### config.mk
export PLATFORM = sky130hd
export DESIGN_NAME = frame_rate_guard
export DESIGN_NICKNAME = d
export VERILOG_FILES = /design/src/rtl/frg_pkg.sv /design/src/rtl/frg_edge_sync.sv /design/src/rtl/frg_period_meter.sv /design/src/rtl/frg_lock_tracker.sv /design/src/rtl/frg_mute_hold.sv /design/src/rtl/frame_rate_guard.sv
export SDC_FILE = /design/constraint.sdc
export NUM_CORES = 1
export LEC_CHECK = 0
export ABC_AREA = 1
export BUFFER_PORTS_ARGS = -buffer_cell sky130_fd_sc_hd__buf_4
export CORE_MARGIN = 5
export CORE_UTILIZATION = 45
export CTS_CLUSTER_SIZE = 28
export DETAILED_ROUTE_END_ITERATION = 7
export PLACE_DENSITY = 0.58
export SLEW_MARGIN = 0
export SYNTH_ARGS = -nofsm -noshare
export SYNTH_HDL_FRONTEND = slang
export SYNTH_SLANG_ARGS = --single-unit
### constraint.sdc
create_clock -name clk -period 3.6 [get_ports clk]
set_clock_uncertainty 0.2 [all_clocks]
set_input_delay 0.18 -clock clk [delete_from_list [all_inputs] [get_ports clk]]
set_output_delay 0.18 -clock clk [all_outputs]
set_load 0.005 [all_outputs]
### src/rtl/frg_pkg.sv
package frg_pkg;

    parameter int unsigned CNT_W = 16;

    typedef enum logic [0:0] {
        ST_ACQUIRE = 1'b0,
        ST_TRACK   = 1'b1
    } trk_state_e;

    typedef struct packed {
        logic             valid;
        logic [CNT_W-1:0] cycles;
    } period_t;

    function automatic logic beyond(input logic [CNT_W-1:0] a,
                                    input logic [CNT_W-1:0] b,
                                    input logic [CNT_W-1:0] thr);
        logic [CNT_W-1:0] d;
        d = (a > b) ? (a - b) : (b - a);
        return d > thr;
    endfunction

endpackage

### src/rtl/frg_edge_sync.sv
module frg_edge_sync #(
    parameter int unsigned STAGES = 2
) (
    input  logic clk,
    input  logic rst,
    input  logic async_i,
    output logic rise_o
);
    logic [STAGES:0] chain;

    always_ff @(posedge clk) begin
        if (rst) chain <= '0;
        else     chain <= {chain[STAGES-1:0], async_i};
    end

    assign rise_o = chain[STAGES-1] & ~chain[STAGES];
endmodule

### src/rtl/frg_period_meter.sv
module frg_period_meter
    import frg_pkg::*;
#(
    parameter int unsigned TIMEOUT_MAX = 1500
) (
    input  logic             clk,
    input  logic             rst,
    input  logic             restart,
    input  logic             edge_i,
    input  logic             locked_i,
    input  logic [CNT_W-1:0] ref_i,
    output period_t          meas_o,
    output logic             stop_o
);
    logic [CNT_W-1:0] cnt;
    logic             armed;
    logic [CNT_W:0]   dbl;
    logic [CNT_W-1:0] limit;

    assign dbl = {ref_i, 1'b0};

    always_comb begin
        limit = CNT_W'(TIMEOUT_MAX);
        if (locked_i && (dbl < {1'b0, limit}))
            limit = dbl[CNT_W-1:0];
    end

    always_ff @(posedge clk) begin
        if (rst || restart) begin
            cnt    <= '0;
            armed  <= 1'b0;
            meas_o <= '0;
            stop_o <= 1'b0;
        end else begin
            meas_o.valid <= 1'b0;
            stop_o       <= 1'b0;
            if (edge_i) begin
                if (armed) begin
                    meas_o.valid  <= 1'b1;
                    meas_o.cycles <= cnt + 1'b1;
                end
                armed <= 1'b1;
                cnt   <= '0;
            end else if (armed) begin
                if (cnt >= limit) begin
                    stop_o <= 1'b1;
                    armed  <= 1'b0;
                    cnt    <= '0;
                end else begin
                    cnt <= cnt + 1'b1;
                end
            end
        end
    end
endmodule

### src/rtl/frg_lock_tracker.sv
module frg_lock_tracker
    import frg_pkg::*;
#(
    parameter int unsigned THRESH      = 100,
    parameter int unsigned LOCK_FRAMES = 4,
    parameter int unsigned RUN_LEN     = 8
) (
    input  logic             clk,
    input  logic             rst,
    input  period_t          meas_i,
    input  logic             stop_i,
    output logic             locked_o,
    output logic [CNT_W-1:0] ref_o,
    output logic             int_rst_o
);
    localparam int unsigned AGW  = $clog2(LOCK_FRAMES + 1);
    localparam int unsigned RUNW = $clog2(RUN_LEN + 1);
    localparam logic [CNT_W-1:0] THR = CNT_W'(THRESH);

    trk_state_e       st;
    logic [CNT_W-1:0] cand;
    logic [CNT_W-1:0] refc;
    logic [AGW-1:0]   agree;
    logic [RUNW-1:0]  run;
    logic             off_ref;
    logic             dev_fire;

    assign off_ref  = beyond(meas_i.cycles, refc, THR);
    assign dev_fire = (st == ST_TRACK) && meas_i.valid && off_ref &&
                      (run == RUNW'(RUN_LEN - 1));

    always_ff @(posedge clk) begin
        if (rst) int_rst_o <= 1'b0;
        else     int_rst_o <= !int_rst_o && (dev_fire || stop_i);
    end

    always_ff @(posedge clk) begin
        if (rst || int_rst_o) begin
            st    <= ST_ACQUIRE;
            cand  <= '0;
            refc  <= '0;
            agree <= '0;
            run   <= '0;
        end else if (meas_i.valid) begin
            case (st)
                ST_ACQUIRE: begin
                    if (agree == '0 || beyond(meas_i.cycles, cand, THR)) begin
                        cand  <= meas_i.cycles;
                        agree <= AGW'(1);
                    end else if (agree == AGW'(LOCK_FRAMES - 1)) begin
                        refc <= cand;
                        st   <= ST_TRACK;
                        run  <= '0;
                    end else begin
                        agree <= agree + 1'b1;
                    end
                end
                ST_TRACK: begin
                    if (off_ref) run <= run + 1'b1;
                    else         run <= '0;
                end
                default: st <= ST_ACQUIRE;
            endcase
        end
    end

    assign locked_o = (st == ST_TRACK);
    assign ref_o    = refc;
endmodule

### src/rtl/frg_mute_hold.sv
module frg_mute_hold #(
    parameter int unsigned HOLD_FRAMES = 6
) (
    input  logic clk,
    input  logic rst,
    input  logic restart,
    input  logic locked_i,
    input  logic frame_tick_i,
    output logic mute_o
);
    localparam int unsigned HW = $clog2(HOLD_FRAMES + 1);

    logic [HW-1:0] hcnt;
    logic          released;

    always_ff @(posedge clk) begin
        if (rst || restart || !locked_i) begin
            hcnt     <= '0;
            released <= 1'b0;
        end else if (!released && frame_tick_i) begin
            if (hcnt == HW'(HOLD_FRAMES - 1)) released <= 1'b1;
            else                              hcnt     <= hcnt + 1'b1;
        end
    end

    assign mute_o = !released;
endmodule

### src/rtl/frame_rate_guard.sv
module frame_rate_guard
    import frg_pkg::*;
#(
    parameter int unsigned DATA_W      = 16,
    parameter int unsigned THRESH      = 100,
    parameter int unsigned LOCK_FRAMES = 4,
    parameter int unsigned RUN_LEN     = 8,
    parameter int unsigned HOLD_FRAMES = 6,
    parameter int unsigned TIMEOUT_MAX = 1500,
    parameter int unsigned SYNC_STAGES = 2
) (
    input  logic              clk,
    input  logic              rst,
    input  logic              frame_clk,
    input  logic [DATA_W-1:0] data_in,
    output logic [DATA_W-1:0] data_out,
    output logic              int_reset,
    output logic              mute,
    output logic              locked
);
    logic             rise;
    period_t          meas;
    logic             stop;
    logic [CNT_W-1:0] ref_cycles;
    logic             held_mute;

    frg_edge_sync #(.STAGES(SYNC_STAGES)) u_sync (
        .clk(clk), .rst(rst), .async_i(frame_clk), .rise_o(rise)
    );

    frg_period_meter #(.TIMEOUT_MAX(TIMEOUT_MAX)) u_meter (
        .clk(clk), .rst(rst), .restart(int_reset), .edge_i(rise),
        .locked_i(locked), .ref_i(ref_cycles), .meas_o(meas), .stop_o(stop)
    );

    frg_lock_tracker #(
        .THRESH(THRESH), .LOCK_FRAMES(LOCK_FRAMES), .RUN_LEN(RUN_LEN)
    ) u_track (
        .clk(clk), .rst(rst), .meas_i(meas), .stop_i(stop),
        .locked_o(locked), .ref_o(ref_cycles), .int_rst_o(int_reset)
    );

    frg_mute_hold #(.HOLD_FRAMES(HOLD_FRAMES)) u_hold (
        .clk(clk), .rst(rst), .restart(int_reset), .locked_i(locked),
        .frame_tick_i(meas.valid), .mute_o(held_mute)
    );

    assign mute     = held_mute | int_reset;
    assign data_out = mute ? '0 : data_in;
endmodule

==> metrics.cfg, run 1 <==
[outcome]
status=completed

[yosys]
synth_top_family_by_area=simple AND/OR/NAND/NOR gates
synth_top_area_share=0.2144
syn_area_per_cell_um2=6.054
yosysUniqueCellTypes=43
muxShareOfSynthArea=0
synth_compound_area_frac=0.1314
synth_warnings=0
ys_seq_area_frac=0.2144
synth-xor-area-share=0.03956
synthAdderAreaFrac=0.1460
synth_cells=1280
yosysTopAreaCell=dfxtp_1
synth_area_leaders=dfxtp_1, nand2_1, ha_1, inv_1, a21oi_1
synth-simple-area-share=0.3433
ys_ff_latch=83
synth_area_mm2=0.007749

[cts]
clock_latency_ps=350
ctsHtreeMaxLevel=3
numCtsBuffers=9
clockBufferDepth=2
root_buffer=clkbuf_16
clk_pin_slew_ps=70
cts.sinks=83
cts_tree=built

[worst_setup_path]
arrival_ps=3380
critPathMostFrequentCell=nand2_1
worstPathCellList=inv_1 > ha_1 > nand2_1 > nor2_1 > and2_4 > nand2_2 > nand2_2 > nand2_8 > inv_2 > nand2_1 > nand2_1 > nand2_1 > nand2_1 > nor2_1 > nand2_1 > nand4_2 > buf_12 > nor2_1 > nor2_1
rrSetupSlack_ps=260
worstSetupPathType=flop to flop
worst_setup_path_start_kind=flop
slowest_delay_ps=440
worstPathRequired_ps=3640
crit_path_max_fanout=32
endpoint_kind=flop
r2r_cells=19
cp_slowest_cell=ha_1

[global_routing]
track_usage=0.2265
grt_pass1_wl_um=36560
antenna_found_initial=0
grt_pass1_vias=7190
grt_max_degree=40
grt_overflow=0

[floorplan]
rows=48
fp.dieArea_mm2=0.01994
core-area_mm2=0.01712
top_level_ports=38
fp.dieH_um=141.2
die_w_um=141.2
start_util=0.4527

[sta]
slew_violations=0
setup_viol=0
relSlewSlack=0.3494
layout_setup_ws_ps=258.4
hold_viol_final=0
tightest_slew_ps=972.4
fmax_mhz=299.3
fin_crit_sh=0.9282
post-route-min-period_ps=3342

[placed_design]
preCtsSetupSlack_ps=76.76
placedInstanceArea_mm2=0.008351
place.gp.congestion=0.9584
dp.cells=1539
hpwl_um=18470
port_buffers=37

[route]
wl_um=22830
drtAntennaViolNets=0
num_vias=7834
wire_per_inst_um=14.65
drt_iter0_drc=576
drc_errors=0
viasPerCell=5.025
dr.pass1.iters=5

[pwr]
switchingPower_mw=0.7957
p_clk_frac=0.400
powerDensity_mw_per_mm2=281.0
p_leak_nw=4.814
p_seq_frac=0.376
p_comb_frac=0.224
power.total_mw=2.474
p_sw_frac=0.3217
p_int_mw=1.678
peakVddDrop_uv=231.6

[hold_path]
holdPathStages=2
hp-class=flop to flop

[finish]
syn_to_final_growth_pct=13.60
fillerInstances=1815
final_common_cell=nand2_1
multiInputGateArea_mm2=0.005226
utilization=0.5143
final-seq-area_mm2=0.001664
finalInstanceArea_mm2=0.008802
finalNonFillerCells=1559
antennaDiodeCount=0
drive_gt1_frac=0.09895
final_cell_mix=nand2_1, inv_1, nor2_1
fin_nets=1436

[flow_run]
cap_violations=0

worst paths after layout:
path / end / startpoint
hold reg to reg: u_sync.chain[1] / u_sync.chain[0]
setup / recovery: u_track.ref_o[14] / u_meter.meas_o[14]
setup reg to reg: u_track.ref_o[14] / u_meter.meas_o[14]
hold / removal: u_sync.chain[1] / u_sync.chain[0]
critical path, delay by kind of cell, from the launching register on:
| kind | cells | cell delay [ps] |
|---|---|---|
| adder cells (fa/ha/maj) | 1 | 440 |
| buffers and inverters | 3 | 490 |
| flip-flops | 1 | 410 |
| AND/OR/NAND/NOR | 15 | 1660 |
metrics by stage:
stage / hold slack [ps] / setup TNS (ps)
2_1_floorplan: 51.18 / 0
3_3_place_gp: 176.4 / 0
3_5_place_dp: 180.9 / 0
4_1_cts: 208.6 / 0
5_1_grt: 223.7 / -25.10
6_report: 203.0 / 0
flip-flops by register name, summed over array words and instances, names as in the netlist:
signal,flops
u_meter.armed,1
u_sync.chain,3
u_track.agree,3
u_hold.hcnt,3
u_hold.released,1
u_track.run,4
u_track.cand,16
u_meter.stop_o,1
u_track.int_rst_o,1
u_meter.meas_o,17
u_track.locked_o,1
u_meter.cnt,16
u_track.ref_o,16
area by class of cell:
class | count | area share
clock buffer | 9 | 0.02559
clock inverter | 7 | 0.01080
inverter | 213 | 0.09083
multi-input combinational | 958 | 0.5937
sequential | 83 | 0.1891
tap | 225 | 0.03198
timing repair buffer | 64 | 0.05800
synthesized netlist by cell type (all sizes together):
cell and instances:
a211oi 3, a21o 1, a21oi 114, a221oi 1, and2 3, buf 15, clkbuf 16, conb 1
dfxtp 83, fa 4, ha 84, inv 213, nand2 398, nand3 77, nand3b 3, nand4 11
nor2 128, nor3 10, nor3b 2, nor4 3, o211ai 1, o21a 1, o21ai 63, o21bai 5
o31ai 1, or2 4, xnor2 12, xor2 23
repair_timing:
action / 4_1_cts / 5_1_grt
hold buffers: 2 / 0
hold endpoints to repair: 3 / 0
gates resized for setup: 0 / 26
setup endpoints to repair: 0 / 56
buffers inserted: 0 / 1
routing by layer:
| layer | vias to the layer above | track usage | wire length, um | part of all wire |
|---|---|---|---|---|
| met3 | 32 | 0.02476 | 756 | 0.033 |
| met1 | 3554 | 0.3281 | 11410 | 0.50 |
| li1 | 4097 | - | - | - |
| met5 | - | 0 | 0 | 0 |
| met4 | 0 | 0.05762 | 399 | 0.017 |
| met2 | 151 | 0.3589 | 10260 | 0.45 |
logic make-up (layout without fill, tap and decap cells):
family | after synthesis | in the layout
xor gates and xnor gates | 35 | 35
AOI/OAI and AO/OA | 190 | 190
and+or+nand+nor | 639 | 640
other | 1 | 5
buffers and inverters | 244 | 293
DFF | 83 | 83
adders and majority gates | 88 | 88
power by group through the flow:
stage	sequential [mW]	clock [mW]	combinational [mW]
detailed placement	0.952	0	0.530
global placement	0.951	0	0.532
floorplan	0.950	0	0.402
CTS	0.930	1.02	0.534
finish	0.930	0.990	0.554
global route	0.931	1.05	0.622
No activity file was read; power rests on OpenSTA's default activity.
==> inputs of run 2 (changes only) <==
--- a/config.mk
+++ b/config.mk
@@ -9,8 +9,10 @@
 export BUFFER_PORTS_ARGS = -buffer_cell sky130_fd_sc_hd__buf_4
 export CORE_MARGIN = 5
 export CORE_UTILIZATION = 45
+export CTS_BUF_LIST = sky130_fd_sc_hd__clkbuf_4
 export CTS_CLUSTER_SIZE = 28
 export DETAILED_ROUTE_END_ITERATION = 7
+export GPL_ROUTABILITY_DRIVEN = 0
 export PLACE_DENSITY = 0.58
 export SLEW_MARGIN = 0
 export SYNTH_ARGS = -nofsm -noshare
==> run 2 against run 1 <==
Routed wire length grew 0.22%. First-iteration DRC count up 7.5%. Non-clock buffer count shrank 2. Worst hold slack gained 17 ps. Sequential share of layout area grew 0.45 points.
==> metrics.cfg, run 2 (synthesis gave the netlist of run 1 again) <==
[finish]
syn_to_final_growth_pct=11.22
regMostFlops=u_meter.meas_o
antennaDiodeCount=0
final_cell_mix=nand2_1, inv_1, nor2_1
largest_register_ffs=17
utilization=0.5035
fin_nets=1434
finalNonFillerCells=1557
final_common_cell=nand2_1
drive_gt1_frac=0.09760

[floorplan]
start_util=0.4527
die_w_um=141.2
fp.dieArea_mm2=0.01994
fp.dieH_um=141.2
rows=48
core-area_mm2=0.01712
top_level_ports=38

[sta]
slew_violations=0
fin_crit_sh=0.9417
hold_viol_final=0
tightest_slew_ps=913.2
post-route-min-period_ps=3390
fmax_mhz=295.0
setup_viol=0
relSlewSlack=0.3889

[pwr]
powerDensity_mw_per_mm2=244.9
p_leak_nw=4.734
peakVddDrop_uv=259.5

[flow_run]
cap_violations=0

[route]
wire_per_inst_um=14.70
drt_iter0_drc=619
drc_errors=0
num_vias=7809
drtAntennaViolNets=0
dr.pass1.iters=5
wl_um=22880
viasPerCell=5.015

[worst_setup_path]
crit_path_max_fanout=16
cp_num_buf_inv=2
rr_endpoint=u_track.cand[14]
worstPathCellList=inv_1 > ha_1 > nand2_1 > nor2_1 > and2_4 > nand2_2 > nand2_2 > nand2_8 > inv_2 > nand2_1 > nand3b_1 > nand2_1 > nor2_1 > nand2_2 > nand2_4 > nand2_4 > o21ai_1 > a21oi_1
critPathTopFamily=simple AND/OR/NAND/NOR gates
r2r_cells=18
worstPathRequired_ps=3790
cp_num_cells=18
worstSetupPathType=flop to flop
cp_slowest_cell=dfxtp_1
slowest_delay_ps=470
r2r_start=u_meter.meas_o[14]
rrSetupSlack_ps=210
endpoint_kind=flop
worst_setup_path_start_kind=flop
arrival_ps=3580

[hold_path]
min_delay_worst_endpoint=u_sync.chain[1]
hold_path_startpoint=u_sync.chain[0]
holdPathStages=2
hp-class=flop to flop

[cts]
root_buffer=clkbuf_4
clock_latency_ps=480
numCtsBuffers=9
clk_pin_slew_ps=170
cts_tree=built
ctsHtreeMaxLevel=3
cts.sinks=83
clockBufferDepth=2

[placed_design]
port_buffers=37
dp.cells=1536
hpwl_um=18470

[global_routing]
antenna_found_initial=0
track_usage=0.2239
grt_pass1_vias=7000
grt_max_degree=40
grt_pass1_wl_um=36010
grt_overflow=0

[outcome]
status=completed

[run 2: repair_timing]
| item | in CTS | in global routing |
|---|---|---|
| setup endpoints to repair | 1 | 56 |
| endpoints found under the hold margin | 6 | 0 |
| pin swaps | 0 | 1 |
| cloned | 0 | 1 |
| hold buffers | 2 | 0 |
| buffers inserted | 0 | 2 |
| resized for setup | 1 | 28 |
[run 2: worst min-delay path, delay by kind of cell, from the launching register on]
kind                   cells  cell delay [ps]
buffers and inverters      1               40
AND/OR/NAND/NOR            1               30
flip-flops                 1              330
[run 2: power breakdown]
part           internal, mW  switching, mW  total, mW
Sequential            0.925        0.00677      0.932
Clock                 0.231          0.398      0.630
Combinational         0.191          0.358      0.549
[run 2: how the worst max path moves through the flow]
stage	start	to	slack [ps]
floorplan	u_track.ref_o[1]	u_meter.cnt[10]	540
global placement	u_track.ref_o[1]	u_meter.cnt[0]	10
detailed placement	u_track.ref_o[1]	u_meter.cnt[0]	50
CTS	u_track.ref_o[1]	u_meter.cnt[0]	40
global route	u_track.ref_o[1]	u_meter.cnt[0]	-20
finish	u_meter.meas_o[14]	u_track.cand[14]	210
[run 2: layer usage]
layer	part of all wire	vias to the layer above	global-route usage
met1	0.48	3515	0.3166
li1	-	4097	-
met5	0	-	0
met3	0.052	20	0.03494
met4	0.012	0	0.05150
met2	0.46	177	0.3594
[run 2: area by class of cell]
class	count	area, um^2
tap	225	281.5
clock buffer	9	67.56
clock inverter	7	95.09
fill	1833	8498
inverter	213	803.3
multi-input combinational	958	5221
timing repair buffer	62	481.7
sequential	83	1668
[run 2: metrics by stage]
stage	hold WS [ps]	TNS [ps]	setup slack (ps)	total power [mW]	cell area, um^2
after floorplan	51.18	0	535.5	1.352	7764
after global placement	182.8	0	10.10	1.476	8315
after detailed placement	186.0	0	46.73	1.476	8315
after CTS	187.9	0	44.40	2.109	8503
after global routing	195.3	-26.32	-20.62	2.242	8618
final	220.4	0	209.8	2.111	8618
